<file path="src/rtl/dic_pkg.sv">
package dic_pkg;
  typedef enum logic [3:0] {
    A_IRQ_SET  = 4'd0,
    A_IRQ_CLR  = 4'd1,
    A_FIQ_SET  = 4'd2,
    A_FIQ_CLR  = 4'd3,
    A_IRQ_STAT = 4'd4,
    A_FIQ_STAT = 4'd5,
    A_SW_SET   = 4'd6,
    A_SW_CLR   = 4'd7,
    A_CTRL     = 4'd8,
    A_EOI      = 4'd9,
    A_PRIO     = 4'd10
  } reg_addr_e;

  // A pending level beats the serviced level when level+1 > serviced+1.
  // An empty stack is treated as serviced level -1.
  function automatic logic level_wins(input logic [2:0] pend, input logic empty,
                                      input logic [2:0] top);
    logic [3:0] p_ext, t_ext;
    p_ext = {1'b0, pend} + 4'd1;
    t_ext = empty ? 4'd0 : ({1'b0, top} + 4'd1);
    return p_ext > t_ext;
  endfunction
endpackage

</file>
<file path="src/rtl/dic_en_bank.sv">
module dic_en_bank #(
  parameter int W = 28
) (
  input  logic         clk,
  input  logic         rst_n,
  input  logic         set_we,
  input  logic         clr_we,
  input  logic [W-1:0] bits,
  output logic [W-1:0] en
);
  logic [W-1:0] en_q;

  always_ff @(posedge clk or negedge rst_n) begin
    if (!rst_n)      en_q <= '0;
    else if (set_we) en_q <= en_q | bits;
    else if (clr_we) en_q <= en_q & ~bits;
  end

  // position 0 carries the summary flag and never holds an enable
  assign en = {en_q[W-1:1], 1'b0};
endmodule

</file>
<file path="src/rtl/dic_prio_table.sv">
module dic_prio_table #(
  parameter int NSRC   = 28,
  parameter int PRIO_W = 3,
  localparam int IDX_W = $clog2(NSRC)
) (
  input  logic              clk,
  input  logic              rst_n,
  input  logic              wr,
  input  logic [IDX_W-1:0]  idx,
  input  logic [PRIO_W-1:0] lvl,
  input  logic [NSRC-1:0]   pend,
  output logic [PRIO_W-1:0] max_lvl,
  output logic              any
);
  logic [PRIO_W-1:0] lvl_q [NSRC];

  always_ff @(posedge clk or negedge rst_n) begin
    if (!rst_n) begin
      for (int i = 0; i < NSRC; i++) lvl_q[i] <= '0;
    end else if (wr && (int'(idx) < NSRC)) begin
      lvl_q[idx] <= lvl;
    end
  end

  always_comb begin
    max_lvl = '0;
    any     = 1'b0;
    for (int i = 0; i < NSRC; i++) begin
      if (pend[i]) begin
        any = 1'b1;
        if (lvl_q[i] > max_lvl) max_lvl = lvl_q[i];
      end
    end
  end
endmodule

</file>
<file path="src/rtl/dic_nest_stack.sv">
module dic_nest_stack #(
  parameter int DEPTH  = 8,
  parameter int PRIO_W = 3,
  localparam int CNT_W = $clog2(DEPTH + 1)
) (
  input  logic              clk,
  input  logic              rst_n,
  input  logic              push,
  input  logic              pop,
  input  logic [PRIO_W-1:0] din,
  output logic [CNT_W-1:0]  depth,
  output logic [PRIO_W-1:0] top,
  output logic              empty,
  output logic              full
);
  logic [PRIO_W-1:0] mem [DEPTH];
  logic [CNT_W-1:0]  cnt;

  assign empty = (cnt == '0);
  assign full  = (int'(cnt) == DEPTH);
  assign depth = cnt;
  assign top   = empty ? '0 : mem[cnt - 1'b1];

  always_ff @(posedge clk or negedge rst_n) begin
    if (!rst_n) begin
      cnt <= '0;
      for (int i = 0; i < DEPTH; i++) mem[i] <= '0;
    end else if (pop) begin
      if (!empty) cnt <= cnt - 1'b1;
    end else if (push && !full) begin
      mem[cnt] <= din;
      cnt      <= cnt + 1'b1;
    end
  end
endmodule

</file>
<file path="src/rtl/dual_irq_ctrl.sv">
module dual_irq_ctrl #(
  parameter int NSRC   = 28,
  parameter int DEPTH  = 8,
  parameter int PRIO_W = 3,
  parameter int ADDR_W = 4,
  parameter int DATA_W = 32,
  localparam int CNT_W = $clog2(DEPTH + 1),
  localparam int IDX_W = $clog2(NSRC)
) (
  input  logic              clk,
  input  logic              rst_n,
  input  logic [NSRC-1:0]   hw_irq,
  input  logic              wr_en,
  input  logic [ADDR_W-1:0] addr,
  input  logic [DATA_W-1:0] wdata,
  output logic [DATA_W-1:0] rdata,
  input  logic              ack,
  output logic              irq_out,
  output logic              fiq_out
);
  import dic_pkg::*;

  // named internal events, also used by the checker
  logic [NSRC-1:0]   active, irq_stat, fiq_stat, fiq_raw;
  logic [NSRC-1:0]   en [2];
  logic              soft_q, nest_en;
  logic              push_req, pop_req, irq_req, fiq_req;
  logic [PRIO_W-1:0] max_lvl, top_lvl;
  logic              any_irq, stk_empty, stk_full;
  logic [CNT_W-1:0]  depth;

  logic unused_ok;
  assign unused_ok = ^{hw_irq[1:0], wdata[DATA_W-1:NSRC]};

  // one enable bank per path: index 0 = IRQ, 1 = FIQ
  for (genvar p = 0; p < 2; p++) begin : g_path
    dic_en_bank #(.W(NSRC)) u_en (
      .clk    (clk),
      .rst_n  (rst_n),
      .set_we (wr_en && (addr == ADDR_W'(2 * p))),
      .clr_we (wr_en && (addr == ADDR_W'(2 * p + 1))),
      .bits   (wdata[NSRC-1:0]),
      .en     (en[p])
    );
  end

  always_ff @(posedge clk or negedge rst_n) begin
    if (!rst_n) begin
      soft_q  <= 1'b0;
      nest_en <= 1'b0;
    end else if (wr_en) begin
      if (addr == A_SW_SET && wdata[1]) soft_q <= 1'b1;
      if (addr == A_SW_CLR && wdata[1]) soft_q <= 1'b0;
      if (addr == A_CTRL)               nest_en <= wdata[0];
    end
  end

  assign active   = {hw_irq[NSRC-1:2], soft_q, 1'b0};
  assign irq_stat = active & en[0];
  assign fiq_raw  = active & en[1];
  assign fiq_stat = {fiq_raw[NSRC-1:1], |fiq_raw[NSRC-1:1]};

  dic_prio_table #(.NSRC(NSRC), .PRIO_W(PRIO_W)) u_prio (
    .clk     (clk),
    .rst_n   (rst_n),
    .wr      (wr_en && (addr == A_PRIO)),
    .idx     (wdata[IDX_W-1:0]),
    .lvl     (wdata[8 +: PRIO_W]),
    .pend    (irq_stat),
    .max_lvl (max_lvl),
    .any     (any_irq)
  );

  assign push_req = ack && nest_en && any_irq;
  assign pop_req  = wr_en && (addr == A_EOI);

  dic_nest_stack #(.DEPTH(DEPTH), .PRIO_W(PRIO_W)) u_stk (
    .clk   (clk),
    .rst_n (rst_n),
    .push  (push_req),
    .pop   (pop_req),
    .din   (max_lvl),
    .depth (depth),
    .top   (top_lvl),
    .empty (stk_empty),
    .full  (stk_full)
  );

  assign irq_req = any_irq && (!nest_en || level_wins(max_lvl, stk_empty, top_lvl));
  assign fiq_req = fiq_stat[0];

  always_ff @(posedge clk or negedge rst_n) begin
    if (!rst_n) begin
      irq_out <= 1'b0;
      fiq_out <= 1'b0;
    end else begin
      irq_out <= irq_req;
      fiq_out <= fiq_req;
    end
  end

  always_comb begin
    rdata = '0;
    unique case (addr)
      A_IRQ_SET, A_IRQ_CLR: rdata[NSRC-1:0] = en[0];
      A_FIQ_SET, A_FIQ_CLR: rdata[NSRC-1:0] = en[1];
      A_IRQ_STAT:           rdata[NSRC-1:0] = irq_stat;
      A_FIQ_STAT:           rdata[NSRC-1:0] = fiq_stat;
      A_SW_SET, A_SW_CLR:   rdata[1] = soft_q;
      A_CTRL:               rdata[0] = nest_en;
      A_PRIO:               rdata[7:0] = 8'({top_lvl, depth});
      default:              rdata = '0;
    endcase
  end
endmodule

</file>
<file path="config.mk">
export PLATFORM = sky130hd
export DESIGN_NAME = dual_irq_ctrl
export DESIGN_NICKNAME = d
export VERILOG_FILES = /design/src/rtl/dic_pkg.sv /design/src/rtl/dic_en_bank.sv /design/src/rtl/dic_prio_table.sv /design/src/rtl/dic_nest_stack.sv /design/src/rtl/dual_irq_ctrl.sv
export SDC_FILE = /design/constraint.sdc
export NUM_CORES = 1
export LEC_CHECK = 0
export ABC_AREA = 1
export BUFFER_PORTS_ARGS = -buffer_cell sky130_fd_sc_hd__buf_4
export CORE_MARGIN = 2
export CORE_UTILIZATION = 30
export CTS_CLUSTER_DIAMETER = 60
export DETAILED_ROUTE_END_ITERATION = 10
export PLACE_DENSITY_LB_ADDON = 0.25
export SETUP_SLACK_MARGIN = 0.1
export SLEW_MARGIN = 40
export SYNTH_ARGS = -nofsm -noshare
export SYNTH_HDL_FRONTEND = slang
export SYNTH_HIERARCHICAL = 1
export SYNTH_SLANG_ARGS = --single-unit
</file>
<file path="constraint.sdc">
create_clock -name clk -period 53.3 [get_ports clk]
set_input_delay 10.66 -clock clk [delete_from_list [all_inputs] [get_ports clk]]
set_output_delay 10.66 -clock clk [all_outputs]
set_load 0.01 [all_outputs]
</file>
==> key figures, run 1 <==
STA
  • Skew final: 13.7 ps
  • Total Neg Setup Slack: 0 ps
  • Final slew viol count: 0
  • Total count of hold-check failures in the final report: 0
  • Final setup fails: 0
  • Final hold slack: 487 ps
  • Post-route clock period utilization: 76.6%
  • Minimum clock period: 40830 ps
  • Worst slew pin tran: 847 ps
  • RSZ-0062 raised after global routing: false
  • Fmax: 0.0245 GHz
  • Slew headroom: 43.3%

Critical path
  • Worst Path Arrival: 41200 ps
  • Crit Path Category: in -> reg
  • Critical Path End Type: flip-flop
  • Critical Path RT: 53660 ps
  • CP startpoint kind: input port
  • Slowest CP cell: ha_1
  • Critical path's largest stage delay: 310 ps
  • Cell mode on critical path: nand2_1
  • Internal reg-to-reg setup slack: 21220 ps
  • Worst-path maximum fanout: 7

Pwr
  • P_int: 487 uW
  • Total power: 1.01 mW
  • Net Switching: 521 uW
  • Clk pwr share: 12.8%
  • Combinational power share: 70.6%
  • Sequential power share: 16.6%
  • Switching portion of total power: 51.7%
  • Pwr Density: 72.9 nW/um2
  • Leakage dissipation: 7.07 nW
  • Max IR drop VDD: 56.1 uV

Logic synthesis
  • Syn_area_per_cell: 6.92 um2
  • YS warnings: 6
  • Synth Instances: 1743
  • Cell Area, Synth: 12100 um2

Clock network
  • H-tree depth: 4
  • PostCTS Resize Cnt: 0
  • CTS Buffer Depth: 2
  • CTS tree: built
  • Clk Latency, worst-skew pair: 450 ps
  • CTS buffer count: 17
  • Num Clock Sinks: 170
  • Clock Pin Slew Worst Setup and Hold Paths: 70 ps
  • Hold_buf cts: 0
  • Post-CTS Setup Bufs: 0
  • Root buf cell: clkbuf_16

Floorplan
  • DIE AREA: 41800 um2
  • Die extent in y: 204 um
  • Core Footprint: 39700 um2
  • Die width: 204 um
  • Initial Utilization: 30.3%
  • Io pins: 102
  • Rows: 73

Placement
  • Hpwl dp: 26300 um
  • PortBufs: 91
  • Routability congestion estimate: 0.834
  • Area after DPL: 13200 um2

Drt
  • Metal3 WL: 1960 um
  • Vias: 11200
  • Drt drc: 0
  • WL final: 35700 um
  • Iteration-0 DRC Markers: 776
  • Drt pass-1 iters: 5
  • Via/cell ratio: 4.72
  • Wire length on met1: 16400 um
  • Routed met2 length: 16900 um
  • Wire per inst: 15.1 um
  • Uppermost layer routed: met4
  • Final ANT Viol Nets: 0

Layout
  • Fill count: 4255
  • Multi-input gate area: 6690 um2
  • Layout cells sized above 1: 11.7%
  • Layout area overhead: 14.7%
  • Most common cell after layout, fill and taps aside: nand2_1
  • N_diodes: 0
  • Cell area after layout: 13800 um2
  • Final nets: 1988
  • Most frequent cells in the layout: nand2_1, inv_1, dfrtp_1
  • Final core utilization: 34.8%
  • Sequential Area: 4250 um2

Global route
  • Antenna violations before repair: 0
  • Vias in the first global route: 10800
  • GRT Overall Usage: 17.6%
  • Congestion Overflow GR: 0
  • Pin count of the biggest net entering global routing: 72
  • First-pass GRT wire length: 57200 um

Hold path
  • Tightest Hold Check Type: reg -> reg

Run status
  • Outcome: complete, no violations

Job
  • MaxCap Viol Count: 0
-- critical path: cells and delay by family --
family                     cells  cell delay, ps
and+or+nand+nor              132           12780
AOI/OAI and AO/OA             48            6000
xor gates and xnor gates       1             150
adders and majority gates     27            7010
buffers and inverters         61            4580
-- cell type report --
class	count	share of cell area, %
clock buffers	20	3.23
clock inverters	10	1.04
inverters	236	6.41
multi-input cells	1307	48.4
flip-flops and latches	170	30.7
well taps	525	4.75
repair buffers	99	5.45
-- worst paths after layout --
check	from	endpoint	depth (start not counted)
max	hw_irq[2]	irq_out$_DFF_PN0_	269
min	u_stk/mem[22]$_DFFE_PN0P_	u_stk/mem[22]$_DFFE_PN0P_	2
max reg2reg	u_prio/lvl_q[80]$_DFFE_PN0P_	irq_out$_DFF_PN0_	275
min reg2reg	u_stk/mem[22]$_DFFE_PN0P_	u_stk/mem[22]$_DFFE_PN0P_	2
max in group asynchronous	rst_n	async pin	2
min in group asynchronous	rst_n	u_stk/mem[5]$_DFFE_PN0P_	1
-- power groups by stage --
stage	combinational [mW]	clock, mW	sequential [mW]
detailed placement	0.714	0	0.169
global route	0.842	0.138	0.171
global placement	0.696	0	0.169
floorplan	0.546	0	0.163
CTS	0.717	0.132	0.167
finish	0.712	0.129	0.168
-- per-stage QoR --
| step | worst slack [ps] | std cells |
|---|---|---|
| after floorplan | 15500 | 1750 |
| after global routing | 8800 | 2367 |
| after CTS | 12520 | 2367 |
| after detailed placement | 12110 | 2337 |
| final | 12470 | 2367 |
| after global placement | 12620 | 2337 |
-- routing by layer --
layer	global-route usage (%)	vias to the layer above
met5	0	-
met4	5.20	0
met3	3.83	32
met2	29.3	220
met1	22.9	5194
li1	-	5734
No activity file was read; power rests on OpenSTA's default activity.
==> inputs of run 2 (changes only) <==
--- a/config.mk
+++ b/config.mk
@@ -5,7 +5,7 @@
 export SDC_FILE = /design/constraint.sdc
 export NUM_CORES = 1
 export LEC_CHECK = 0
-export ABC_AREA = 1
+export ABC_AREA = 0
 export BUFFER_PORTS_ARGS = -buffer_cell sky130_fd_sc_hd__buf_4
 export CORE_MARGIN = 2
 export CORE_UTILIZATION = 30
==> constraint.sdc (replaced) <==
create_clock -name clk -period 40.2 [get_ports clk]
set_input_delay 8.04 -clock clk [delete_from_list [all_inputs] [get_ports clk]]
set_output_delay 8.04 -clock clk [all_outputs]
set_load 0.01 [all_outputs]
==> run 2 against run 1 <==
- wire length is 3.8% higher
- first-iteration DRC count fell by 18%
- sequential share of layout area fell by 3.2 points
- non-clock buffer count up 132
- hold slack improved by 12 ps
- sequential power up 33%
- register-to-register slack worse by 13000 ps
- critical path depth shrank 96
- clock power increased by 43%
- final area is 11% higher
- total power grew 58%
==> key figures, run 2 <==
Run status
  • Outcome: complete, no violations

Floorplan
  • DIE AREA: 42900 um2
  • Die extent in y: 207 um
  • Initial Utilization: 30.4%
  • Io pins: 102
  • Core Footprint: 40700 um2
  • Die width: 207 um
  • Rows: 74

Critical path
  • Cell mode on critical path: ha_1
  • Critical path's largest stage delay: 550 ps
  • Worst R2R Start: u_prio/lvl_q[79]$_DFFE_PN0P_
  • Critical Path RT: 40520 ps
  • Path depth of the worst reg2reg path: 176
  • Crit Path Category: in -> reg
  • Internal reg-to-reg setup slack: 8170 ps
  • Worst-path maximum fanout: 7
  • Slowest CP cell: or4b_4
  • Worst Path Arrival: 38470 ps
  • Crit Reg-Reg Endpoint: irq_out$_DFF_PN0_
  • Critical Path End Type: flip-flop
  • CP startpoint kind: input port

Drt
  • Iteration-0 DRC Markers: 639
  • Drt pass-1 iters: 6
  • Wire per inst: 17.6 um
  • Final ANT Viol Nets: 0
  • Vias: 10700
  • WL final: 37100 um
  • Via/cell ratio: 5.09
  • Drt drc: 0

STA
  • Worst slew pin tran: 622 ps
  • Slew headroom: 58.2%
  • Fmax: 0.0262 GHz
  • Skew final: 13.3 ps
  • Final setup fails: 0
  • Final slew viol count: 0
  • Total count of hold-check failures in the final report: 0
  • Final hold slack: 500 ps
  • Post-route clock period utilization: 94.9%
  • Minimum clock period: 38150 ps
  • Total Neg Setup Slack: 0 ps

Logic synthesis
  • Sequential-to-total area share from yosys stat: 34.4%
  • Post-synth cell types: 98
  • Cell Area, Synth: 12400 um2
  • Syn_area_per_cell: 9.17 um2
  • Async set-reset flop share out of synthesis: 100%
  • YS warnings: 6
  • Post-synth EDFFs: 0
  • Top-count cell post-synth: dfrtp_1
  • Synth top cells by count: dfrtp_1, nand2_1, inv_1
  • Dominant synthesized flop cell: dfrtp_1
  • Synth top area share: 34.4%
  • Synth area leaders: dfrtp_1, ha_1, mux2_2
  • Most area-hungry cell type in the Yosys netlist: dfrtp_1
  • Yosys reg bits: 170
  • Synth Instances: 1349

Layout
  • Layout cells sized above 1: 29.4%
  • Most frequent cells in the layout: buf_4, dfrtp_1, nand2_1
  • Fill count: 4132
  • Cell area after layout: 15400 um2
  • Layout area overhead: 24.6%
  • Final nets: 1714
  • Final core utilization: 37.9%
  • Most common cell after layout, fill and taps aside: buf_4
  • N_diodes: 0

Hold path
  • Hold Path Cell Cnt: 1
  • Tightest Hold Check Type: reg -> reg
  • Hold EP: u_stk/mem[17]$_DFFE_PN0P_
  • Hold_sp: u_stk/mem[17]$_DFFE_PN0P_

Clock network
  • Clock Pin Slew Worst Setup and Hold Paths: 80 ps
  • CTS Buffer Depth: 2
  • Root buf cell: clkbuf_16
  • CTS tree: built
  • Hold_buf cts: 0
  • Clk Latency, worst-skew pair: 450 ps
  • Num Clock Sinks: 170
  • H-tree depth: 4
  • CTS buffer count: 17

Pwr
  • Leakage dissipation: 7.28 nW
  • Max IR drop VDD: 105 uV
  • Pwr Density: 103 nW/um2

Placement
  • Area after DPL: 14400 um2
  • PortBufs: 91
  • Hpwl dp: 26900 um
  • Routability congestion estimate: 0.820

Global route
  • Pin count of the biggest net entering global routing: 64
  • GRT Overall Usage: 17.0%
  • Vias in the first global route: 10500
  • Antenna violations before repair: 2
  • Congestion Overflow GR: 0
  • First-pass GRT wire length: 58100 um

Job
  • MaxCap Viol Count: 0
-- run 2: cell type report --
| cell class | instances | area (um2) | area share [%] |
|---|---|---|---|
| multi-input cells | 1025 | 7690 | 49.9 |
| flip-flops and latches | 170 | 4250 | 27.6 |
| clock inverters | 12 | 188 | 1.22 |
| clock buffers | 20 | 447 | 2.90 |
| well taps | 532 | 666 | 4.32 |
| repair buffers | 231 | 1750 | 11.4 |
| inverters | 112 | 420 | 2.73 |
-- run 2: critical path: cells and delay by family --
kind	cells	cell delay [ps]
adders and majority gates	27	7340
and+or+nand+nor	55	8030
buffers and inverters	14	1440
AOI/OAI and AO/OA	71	11690
muxes	6	1910
-- run 2: routing by layer --
layer  GRT usage, %  up-vias  wire length (um)
met5              0        -                23
met4           4.43        4               528
met1           23.8     5188             18200
met2           26.9      219             16700
met3           3.20       37              1560
li1               -     5259                 -
-- run 2: logic make-up (layout without fill, tap and decap cells) --
logic type                 Yosys count  after routing  synth area share (%)
and+or+nand+nor                    424            424                  17.4
DFF                                170            170                  34.4
AOI/OAI and AO/OA                  384            384                  21.6
other                                3             10                0.0910
buffers and inverters              161            375                  6.13
xor gates and xnor gates             4              4                 0.283
adders and majority gates           89             89                  9.00
muxes                              114            114                  11.1
-- run 2: per-stage QoR --
step	std cells	total power, mW	setup slack, ps
2_1_floorplan	1356	0.884	1240
3_3_place_gp	2062	1.30	272
3_5_place_dp	2062	1.32	55.1
4_1_cts	2094	1.51	320
5_1_grt	2102	1.75	-72.7
6_report	2102	1.59	2050
-- run 2: worst max path at each step --
stage,from,endpoint,slack (ps),cells past startpoint
floorplan,hw_irq[2],irq_out$_DFF_PN0_,1240,167
global placement,hw_irq[2],irq_out$_DFF_PN0_,270,169
detailed placement,hw_irq[2],irq_out$_DFF_PN0_,60,169
CTS,hw_irq[2],irq_out$_DFF_PN0_,320,169
global route,hw_irq[2],irq_out$_DFF_PN0_,-70,174
finish,hw_irq[2],irq_out$_DFF_PN0_,2050,173
-- run 2: repair_timing --
action | in CTS | in global routing
resized for setup | 0 | 76
endpoints found under the setup margin | 0 | 25
buffers inserted | 0 | 7
-- run 2: power by group --
part	internal (mW)	switching, mW	total [mW]
Combinational	0.617	0.570	1.19
Clock	0.107	0.0773	0.184
Sequential	0.198	0.0247	0.223
==> inputs of run 3 (changes only) <==
--- a/config.mk
+++ b/config.mk
@@ -12,6 +12,7 @@
 export CTS_CLUSTER_DIAMETER = 60
 export DETAILED_ROUTE_END_ITERATION = 10
 export PLACE_DENSITY_LB_ADDON = 0.25
+export REMOVE_ABC_BUFFERS = 1
 export SETUP_SLACK_MARGIN = 0.1
 export SLEW_MARGIN = 40
 export SYNTH_ARGS = -nofsm -noshare
==> run 3 against run 2 <==
- sequential cell count did not move
- global-route usage rose by 1.6 points
- combinational power barely moved
- critical path depth rose by 3
- clock power fell by 9%
- sequential share of layout area fell by 0.058 points
- count of clock-buffer cells in the layout fell by 1
- wire length rose by 8.1%
- fmax fell by 0.37%
- die area did not move
- setup slack got worse by 140 ps
- highest routed layer is now met4
==> key figures, run 3 (synthesis results as in run 2) <==
Run status
  • Outcome: complete, no violations

Layout
  • Sequential Area: 4250 um2
  • Layout area overhead: 24.9%
  • Most common cell after layout, fill and taps aside: buf_4
  • Final nets: 1724
  • Layout Cells excl Fill: 2112
  • N_diodes: 0
  • Layout cells sized above 1: 30.3%
  • Fill count: 4093
  • Multi-input gate area: 7720 um2
  • Most frequent cells in the layout: buf_4, dfrtp_1, nand2_1

Floorplan
  • Rows: 74
  • Core Footprint: 40700 um2
  • Io pins: 102
  • Initial Utilization: 30.4%
  • Die width: 207 um
  • Die extent in y: 207 um
  • DIE AREA: 42900 um2

Clock network
  • Clock Pin Slew Worst Setup and Hold Paths: 80 ps
  • CTS tree: built
  • Root buf cell: clkbuf_16
  • Num Clock Sinks: 170
  • H-tree depth: 4
  • CTS buffer count: 17
  • Clk Latency, worst-skew pair: 460 ps
  • CTS Buffer Depth: 2

STA
  • Minimum clock period: 38290 ps
  • Skew final: 16.8 ps
  • Final slew viol count: 0
  • Fmax: 0.0261 GHz
  • Final setup fails: 0
  • Post-route clock period utilization: 95.2%
  • Total count of hold-check failures in the final report: 0
  • Slew headroom: 41.1%
  • Worst slew pin tran: 883 ps

Placement
  • Cells after DPL: 2070
  • Routability congestion estimate: 0.838
  • Hpwl dp: 28900 um
  • PortBufs: 91

Critical path
  • Worst Path Arrival: 38610 ps
  • Crit Path Category: in -> reg
  • Critical Path RT: 40530 ps
  • Worst-path maximum fanout: 6
  • CP startpoint kind: input port
  • Slowest CP cell: or4b_4
  • Cell mode on critical path: ha_1
  • Path depth of the worst reg2reg path: 180
  • Internal reg-to-reg setup slack: 7930 ps
  • Crit Reg-Reg Endpoint: irq_out$_DFF_PN0_
  • Worst R2R Start: u_prio/lvl_q[79]$_DFFE_PN0P_
  • Critical Path End Type: flip-flop
  • Critical path's largest stage delay: 530 ps

Hold path
  • Hold_sp: u_prio/lvl_q[81]$_DFFE_PN0P_
  • Tightest Hold Check Type: reg -> reg
  • Hold Path Cell Cnt: 1
  • Hold EP: u_prio/lvl_q[81]$_DFFE_PN0P_

Global route
  • Antenna violations before repair: 0
  • First-pass GRT wire length: 62300 um
  • GRT Overall Usage: 18.6%
  • Congestion Overflow GR: 0
  • Vias in the first global route: 10800
  • Pin count of the biggest net entering global routing: 61

Pwr
  • Leakage dissipation: 7.33 nW
  • Max IR drop VDD: 75.6 uV
  • Pwr Density: 103 nW/um2
  • Total power: 1.59 mW

Drt
  • Drt drc: 0
  • Via/cell ratio: 5.12
  • Final ANT Viol Nets: 0
  • Iteration-0 DRC Markers: 488
  • Drt pass-1 iters: 5
  • WL final: 40100 um
  • Wire per inst: 19.0 um
  • Vias: 10800

Job
  • MaxCap Viol Count: 0
==> run 3: metal layers <==
layer  routed length (um)  vias up  global-route usage (%)
li1                     -     5286                       -
met1                18800     5337                    24.6
met2                19600      154                    31.9
met3                  942       37                    2.59
met4                  671        0                    4.68
met5                    0        -                       0
==> run 3: power by group <==
part	internal (mW)	switching (mW)
clock	0.0887	0.0787
combinational	0.617	0.584
sequential	0.198	0.0260
==> run 3: area by class of cell <==
cell class                 count  area share (%)
sequential                   170            27.5
clock buffer                  19            2.87
multi-input combinational   1025            49.9
clock inverter                13           0.850
tap                          532            4.31
inverter                     112            2.72
timing repair buffer         241            11.8
==> run 3: worst max path at each step <==
| stage | from | to | slack [ps] | depth (start not counted) |
|---|---|---|---|---|
| floorplan | hw_irq[2] | irq_out$_DFF_PN0_ | 1270 | 166 |
| global placement | hw_irq[2] | irq_out$_DFF_PN0_ | 250 | 169 |
| detailed placement | hw_irq[2] | irq_out$_DFF_PN0_ | -30 | 171 |
| CTS | hw_irq[2] | irq_out$_DFF_PN0_ | 250 | 169 |
| global route | hw_irq[2] | irq_out$_DFF_PN0_ | -120 | 177 |
| finish | hw_irq[2] | irq_out$_DFF_PN0_ | 1910 | 176 |
==> run 3: critical path: cells and delay by family <==
kind                       cells  cell delay (ps)
and+or+nand+nor               57             8380
adders and majority gates     27             7160
muxes                          5             1570
AOI/OAI and AO/OA             72            11900
buffers and inverters         15             1560
==> run 3: metrics by stage <==
| stage | hold WS, ps | utilization [%] | instance area (um2) | setup slack [ps] | TNS [ps] |
|---|---|---|---|---|---|
| 3_5_place_dp | 486 | 35.6 | 14500 | -30.9 | -30.9 |
| 2_1_floorplan | 454 | - | 12100 | 1270 | 0 |
| 6_report | 500 | 37.9 | 15500 | 1910 | 0 |
| 5_1_grt | 518 | 37.9 | 15500 | -121 | -121 |
| 4_1_cts | 504 | 37.0 | 15100 | 255 | 0 |
| 3_3_place_gp | 478 | 35.6 | 14500 | 247 | 0 |
==> run 3: what timing repair did <==
item | CTS | global route
gates resized for setup | 0 | 87
buffers inserted | 0 | 10
endpoints found under the setup margin | 0 | 25
hold buffers | 0 | 0
